**src/rtl/xor_mpram.sv**
```systemverilog
module xor_mpram #(
  parameter int DEPTH  = 16,
  parameter int WIDTH  = 8,
  parameter int NW     = 3,
  parameter int NR     = 2,
  parameter bit BYPASS = 1'b1
) (
  input  logic                clk,
  input  logic                rst_n,
  input  logic [NW-1:0]       wr_en,
  input  logic [NW*((DEPTH > 1) ? $clog2(DEPTH) : 1)-1:0] wr_addr,
  input  logic [NW*WIDTH-1:0] wr_data,
  input  logic [NR*((DEPTH > 1) ? $clog2(DEPTH) : 1)-1:0] rd_addr,
  output logic [NR*WIDTH-1:0] rd_data
);
  localparam int AW = (DEPTH > 1) ? $clog2(DEPTH) : 1;

  logic [WIDTH-1:0] bank [NW][DEPTH];
  logic [WIDTH-1:0] enc  [NW];
  logic [WIDTH-1:0] rword [NR];
  logic [WIDTH-1:0] rq    [NR];

  // feedback: fold the other banks' words at this port's write address into the new data
  always_comb begin
    for (int k = 0; k < NW; k++) begin
      enc[k] = wr_data[k*WIDTH +: WIDTH];
      for (int j = 0; j < NW; j++)
        if (j != k) enc[k] = enc[k] ^ bank[j][wr_addr[k*AW +: AW]];
    end
  end

  always_ff @(posedge clk or negedge rst_n) begin
    if (!rst_n) begin
      for (int k = 0; k < NW; k++)
        for (int a = 0; a < DEPTH; a++)
          bank[k][a] <= '0;
    end else begin
      for (int k = 0; k < NW; k++)
        if (wr_en[k]) bank[k][wr_addr[k*AW +: AW]] <= enc[k];
    end
  end

  always_comb begin
    for (int r = 0; r < NR; r++) begin
      rword[r] = '0;
      for (int j = 0; j < NW; j++)
        rword[r] = rword[r] ^ bank[j][rd_addr[r*AW +: AW]];
      if (BYPASS)
        for (int k = 0; k < NW; k++)
          if (wr_en[k] && wr_addr[k*AW +: AW] == rd_addr[r*AW +: AW])
            rword[r] = wr_data[k*WIDTH +: WIDTH];
    end
  end

  always_ff @(posedge clk or negedge rst_n) begin
    if (!rst_n) begin
      for (int r = 0; r < NR; r++) rq[r] <= '0;
    end else begin
      for (int r = 0; r < NR; r++) rq[r] <= rword[r];
    end
  end

  genvar gr;
  generate
    for (gr = 0; gr < NR; gr++) begin : g_rd
      assign rd_data[gr*WIDTH +: WIDTH] = rq[gr];
    end
  endgenerate

  // enabled write ports must not share an address
  genvar ga, gb;
  generate
    for (ga = 0; ga < NW; ga++) begin : g_clash_a
      for (gb = ga + 1; gb < NW; gb++) begin : g_clash_b
        a_r4_no_addr_clash: assert property (@(posedge clk) disable iff (!rst_n)
          (wr_en[ga] && wr_en[gb]) |-> (wr_addr[ga*AW +: AW] != wr_addr[gb*AW +: AW]));
      end
    end
  endgenerate

  // read data is zero in the first cycle out of reset
  a_r1_reset_zero: assert property (@(posedge clk) disable iff (!rst_n)
    $rose(rst_n) |-> (rd_data == '0));

  // with no writes and a steady address, read data holds
  a_r2_hold_when_idle: assert property (@(posedge clk) disable iff (!rst_n)
    (!(|wr_en) && !(|$past(wr_en)) && rd_addr == $past(rd_addr)) |=> $stable(rd_data));

  // read during write to the same address returns the new data
  genvar gp, gq;
  generate
    if (BYPASS) begin : g_byp_chk
      for (gp = 0; gp < NR; gp++) begin : g_r
        for (gq = 0; gq < NW; gq++) begin : g_w
          a_r5_bypass_new: assert property (@(posedge clk) disable iff (!rst_n)
            (wr_en[gq] && wr_addr[gq*AW +: AW] == rd_addr[gp*AW +: AW])
            |=> (rd_data[gp*WIDTH +: WIDTH] == $past(wr_data[gq*WIDTH +: WIDTH])));
        end
      end
    end
  endgenerate
endmodule

```
**config.mk**
```make
export PLATFORM = sky130hd
export DESIGN_NAME = xor_mpram
export DESIGN_NICKNAME = d
export VERILOG_FILES = /design/src/rtl/xor_mpram.sv
export SDC_FILE = /design/constraint.sdc
export NUM_CORES = 1
export LEC_CHECK = 0
export ABC_AREA = 0
export BUFFER_PORTS_ARGS = -buffer_cell sky130_fd_sc_hd__buf_2
export CAP_MARGIN = 20
export CORE_UTILIZATION = 60
export DETAILED_ROUTE_END_ITERATION = 8
export PLACE_DENSITY = 0.74
export SLEW_MARGIN = 15
export SYNTH_ARGS = -nofsm -noshare
export SYNTH_HDL_FRONTEND = slang
export SYNTH_SLANG_ARGS = --single-unit
export TNS_END_PERCENT = 100
```
**constraint.sdc**
```tcl
create_clock -name clk -period 2.45 [get_ports clk]
set_clock_uncertainty 0.2 [all_clocks]
set_input_delay 0.1225 -clock clk [delete_from_list [all_inputs] [get_ports clk]]
set_output_delay 0.1225 -clock clk [all_outputs]
set_load 0.02 [all_outputs]
```
Word-level counts from Yosys, hierarchy flattened. Index checks and enable logic that the tools add are counted.

Bits in latches: 0. ROM bits: 0. Memories kept: 0. Input port bits: 49. RAM bits: 0. Flip-flop bits (word level): 400.

$add $sub $neg: 0. Order comparisons: 8. Mux-type cells: 51. Div/mod/pow operators: 0. $mul: 0. Bitwise operators: 15. Reduce and logical (&&, ||, !) cells: 9. Equal/unequal tests: 6. Shifts and indexed selects: 0.

Operators by type and width (number): 8-bit binary-select mux with 4-bit select (12); 128-bit bitwise mux (3); 8-bit 2-to-1 mux (33); 8-bit demux with 4-bit select (3); 8-bit XOR (10); 5-bit greater-or-equal comparator (second input constant) (5); 4-bit NOT with 5-bit output (5); 4-bit == test (6); 5-bit by 1-bit < comparator with 1-bit output (second input constant) (3); 1-bit logical AND (9).

Depth between registers and ports, before layout.
Depth in word-level cells: 9. Mapped depth: 10. Mapped depth without buffers: 6.

Least setup slack after synthesis. No wires, ideal clock.

Kind: in2reg. Start point: in wr_addr[8] in the netlist's numbering. End point: reg bank[108] in the netlist's numbering. Path slack: 143 ps. Stages: 7. Setup time: 132 ps. Arrival: 1976 ps. Path buffers: 3. Cell sequence: buf_6 buf_4 mux4_2 mux4_2 xnor2_2 buf_2 o21ai_0.

Longest elaborated chain between the ends: 7.

RTL lines: start, declared (RTL line 11) `input logic [NW*((DEPTH > 1) ? $clog2(DEPTH) : 1)-1:0] wr_addr,`; 4-bit NOT with 5-bit output (implied by the code) * (RTL line 28, 39); 8-bit binary-select mux with 4-bit select (RTL line 28) `if (j != k) enc[k] = enc[k] ^ bank[j][wr_addr[k*AW +: AW]];`; 8-bit 2-to-1 mux (implied by the code) (2 in a row) (RTL line 28); 8-bit XOR (2 in a row) (RTL line 28); 128-bit bitwise mux * (RTL line 39) `if (wr_en[k]) bank[k][wr_addr[k*AW +: AW]] <= enc[k];`; end signal, assigned by index (RTL line 39); end, declared (RTL line 18) `logic [WIDTH-1:0] bank [NW][DEPTH];`.

Mark *: on every way between the ends. The rest lies on a longest branch, timed or not. The select of a mux whose other input is x is not followed. A chain may end at the register's enable or synchronous reset.

Worst setup path after layout.
Start point: reg bank[262] in the netlist's numbering. End point: reg bank[150] in the netlist's numbering.

Longest elaborated chain between the ends: 6.

RTL lines (RTL line): 8-bit binary-select mux with 4-bit select (28); 8-bit 2-to-1 mux (implied by the code) (2 in a row) (28); 8-bit XOR (2 in a row) (28); 128-bit bitwise mux (39).

No other way between the ends. The select of a mux whose other input is x is not followed.

==> flow_metrics.env <==
export IMPL_grt_pass1_vias=23550
export IMPL_nets=2639
export IMPL_finalCritPeriodShare=1.025
export IMPL_cts_max_level=2
export IMPL_min_path_type="in -> reg"
export IMPL_clk_insertion_delay_late_ps=610
export IMPL_layout_commonest_cell="nand2_1"
export IMPL_place_hpwl_um=70090
export IMPL_die_area_mm2=0.04714
export IMPL_pre_cts_slack_ps=-286.2
export IMPL_ios=65
export IMPL_drive_gt1_frac=0.3859
export IMPL_fin_crit_ps=2510
export IMPL_wl_um=100200
export IMPL_arrival_ps=2740
export IMPL_die_h_um=217.1
export IMPL_violations="negative setup slack"
export IMPL_wl_per_cell_um=31.08
export IMPL_cts_tree="yes"
export IMPL_initial_core_util=0.6105
export IMPL_synthToLayoutAreaGrowth_pct=21.62
export IMPL_setup_slack_ps=-60.11
export IMPL_viasPerCell=7.358
export IMPL_antenna_found_initial=2
export IMPL_p_leak_nw=14.35
export IMPL_syn_avg_cell_area_um2=12.06
export IMPL_synth_cell_area_mm2=0.02776
export IMPL_globalRouteTotalUtil=0.4324
export IMPL_internal_power_mw=25.08
export IMPL_firstDrtPassIters=6
export IMPL_cts_sink_count=400
export IMPL_layout_common_cells="nand2_1 (453), dfrtp_1 (391), mux4_2 (388)"
export IMPL_rsz0062_at_grt="true"
export IMPL_drc=0
export IMPL_max_freq_mhz=398.4
export IMPL_powerDensity_mw_per_mm2=1230
export IMPL_ys_seq_area_frac=0.3605
export IMPL_maxSlewHeadroom=0.4436
export IMPL_row_count=78
export IMPL_ir_drop_mv=1.269
export IMPL_critPathCaptureType="flop"
export IMPL_swShare=0.3960
export IMPL_cts_buffers=45
export IMPL_first_iter_violations=3508
export IMPL_finalHoldViolCount=0
export IMPL_clk_path_buf_depth=3
export IMPL_vias=23720
export IMPL_ys_warn_count=0
export IMPL_max_cap_violations=0
export IMPL_gp_congestion=1.043
export IMPL_io_buffer_count=64
export IMPL_status="finished with violations"
export IMPL_root_buffer="clkbuf_16"
export IMPL_grt_first_pass_wirelength_um=148500
export IMPL_worst_path_max_fanout=16
export IMPL_coreArea_mm2=0.04548
export IMPL_die_w_um=217.1
export IMPL_p_clk_frac=0.175
export IMPL_dpl_cell_count=3082
export IMPL_async_reset_ff_frac=1.000
export IMPL_crit_type="reg -> reg"
export IMPL_grt_max_degree=56
export IMPL_p_sw_mw=16.44
export IMPL_antenna_left=0
export IMPL_synth_edf_count=0
export IMPL_p_comb_frac=0.503
export IMPL_fill_cells=2943
export IMPL_synth_flop_cell="dfrtp_1"
export IMPL_crit_required_ps=2680
export IMPL_fin_cells=3223
export IMPL_drv_slew=0
export IMPL_ys_ff_latch=400
export IMPL_setup_viol=33
export IMPL_grt_ovfl_total=0
export IMPL_clk_pin_slew_ps=60
export IMPL_critPathLaunchType="flop"
export IMPL_worst_slew_pin_slew_ps=832.6
export IMPL_ys_types=44
export IMPL_p_seq_frac=0.322
export IMPL_synthesis_nets=2352
export IMPL_synth_cells=2303
-- critical path, stage by stage (launching register included) --
cell and delay (ps):
dfrtp_1 410, buf_4 150, mux4_2 460, mux4_2 610
xnor2_2 220, buf_12 170, o21ai_0 90
-- worst paths after layout --
kind,startpoint,end,slack (ps),cells past startpoint
max,bank[262],bank[150],-60,6
min in group asynchronous,rst_n,bank[243],90,3
max in group asynchronous,rst_n,bank[230],1590,3
max reg2reg,bank[262],bank[150],-60,6
min reg2reg,bank[0],bank[0],310,2
min,wr_addr[4],bank[228],70,5
-- Yosys cell counts (2+ instances only) --
| library cell | n | area, µm² |
|---|---|---|
| a22o_1 | 6 | 52.55 |
| mux2_2 | 3 | 33.78 |
| nor3b_1 | 3 | 22.52 |
| and2_1 | 4 | 25.02 |
| inv_1 | 2 | 7.510 |
| dfrtp_1 | 400 | 10010 |
| o21ai_2 | 30 | 262.8 |
| o22ai_1 | 25 | 156.4 |
| nor2b_1 | 14 | 87.58 |
| a211oi_1 | 2 | 15.01 |
| and2b_1 | 2 | 15.01 |
| nor2_1 | 34 | 127.6 |
| clkbuf_1 | 75 | 281.5 |
| buf_8 | 3 | 45.04 |
| nand3_1 | 52 | 260.3 |
| o21ai_0 | 266 | 1331 |
| buf_4 | 22 | 165.2 |
| a221oi_1 | 26 | 227.7 |
| a22oi_1 | 27 | 202.7 |
| a21oi_1 | 21 | 105.1 |
| xnor2_1 | 39 | 341.6 |
| xnor2_2 | 25 | 406.6 |
| nor4_1 | 2 | 12.51 |
| buf_6 | 17 | 191.4 |
| buf_12 | 3 | 60.06 |
| nor3_1 | 4 | 20.02 |
| buf_2 | 75 | 375.4 |
| and3b_1 | 2 | 17.52 |
| xor2_1 | 58 | 508.0 |
| o21ai_1 | 89 | 445.4 |
| a31o_2 | 2 | 17.52 |
| buf_1 | 11 | 41.29 |
| nand2_1 | 453 | 1700 |
| mux4_2 | 384 | 8648 |
| mux4_1 | 22 | 578.1 |
| mux2i_1 | 83 | 830.8 |
| or2_2 | 3 | 18.77 |
| and3_1 | 3 | 18.77 |
| nand2b_1 | 6 | 37.54 |
-- metal layers --
layer | global-route usage | up-vias | wire length [µm]
li1 | - | 9431 | -
met1 | 0.5551 | 11790 | 33000
met2 | 0.6386 | 1970 | 44430
met3 | 0.1465 | 519 | 14940
met4 | 0.2650 | 2 | 7705
met5 | 0 | - | 79
-- stage by stage --
| step | utilization | total power [mW] | area [µm²] | TNS (ps) | hold slack [ps] |
|---|---|---|---|---|---|
| 6_report | 0.7424 | 41.52 | 33760 | -833.9 | 71.90 |
| 2_1_floorplan | - | 24.30 | 27760 | 0 | -373.1 |
| 3_5_place_dp | 0.6837 | 32.16 | 31090 | -46770 | -67.37 |
| 5_1_grt | 0.7423 | 43.17 | 33760 | -1765 | 85.27 |
| 4_1_cts | 0.7293 | 39.76 | 33170 | 0 | 39.62 |
| 3_3_place_gp | 0.6837 | 31.24 | 31090 | -32910 | -72.09 |
-- state kept, by name, indices dropped and copies added (netlist names) --
register  flops
bank        384
rd_data      16
-- cell families (layout without fill, tap and decap cells) --
| group | after synthesis | count (layout) | synth area share |
|---|---|---|---|
| compound gates | 497 | 497 | 0.1025 |
| xor+xnor | 122 | 122 | 0.04525 |
| buf+inv | 209 | 526 | 0.04223 |
| flops | 400 | 400 | 0.3605 |
| mux | 493 | 493 | 0.3644 |
| other cells | 0 | 3 | 0 |
| simple gates | 582 | 582 | 0.08513 |
-- power groups by stage --
| stage | logic, mW | clock network (mW) | registers (mW) |
|---|---|---|---|
| floorplan | 12.2 | 0 | 12.1 |
| global placement | 18.3 | 0 | 12.9 |
| detailed placement | 18.9 | 0 | 13.3 |
| CTS | 19.3 | 7.26 | 13.2 |
| global route | 21.9 | 7.50 | 13.8 |
| finish | 20.9 | 7.27 | 13.4 |
-- cell type report --
cell class,instances,area [µm²],area share
Antenna cell,3,7.507,0.0002223
Clock inverter,23,327.8,0.009709
Timing Repair Buffer,447,4427,0.1311
Multi-Input combinational cell,1694,17010,0.5039
Sequential cell,400,10020,0.2968
Inverter,2,7.507,0.0002223
Clock buffer,54,1210,0.03583
Tap cell,600,750.7,0.02223
-- what timing repair did --
item | CTS | global route
gates resized for setup | 23 | 119
pin swaps | 14 | 31
hold buffers | 37 | 0
setup endpoints to repair | 53 | 180
gates cloned | 0 | 3
hold endpoints to repair | 432 | 0
buffers inserted | 3 | 18
(Power assumes the default switching activity.)
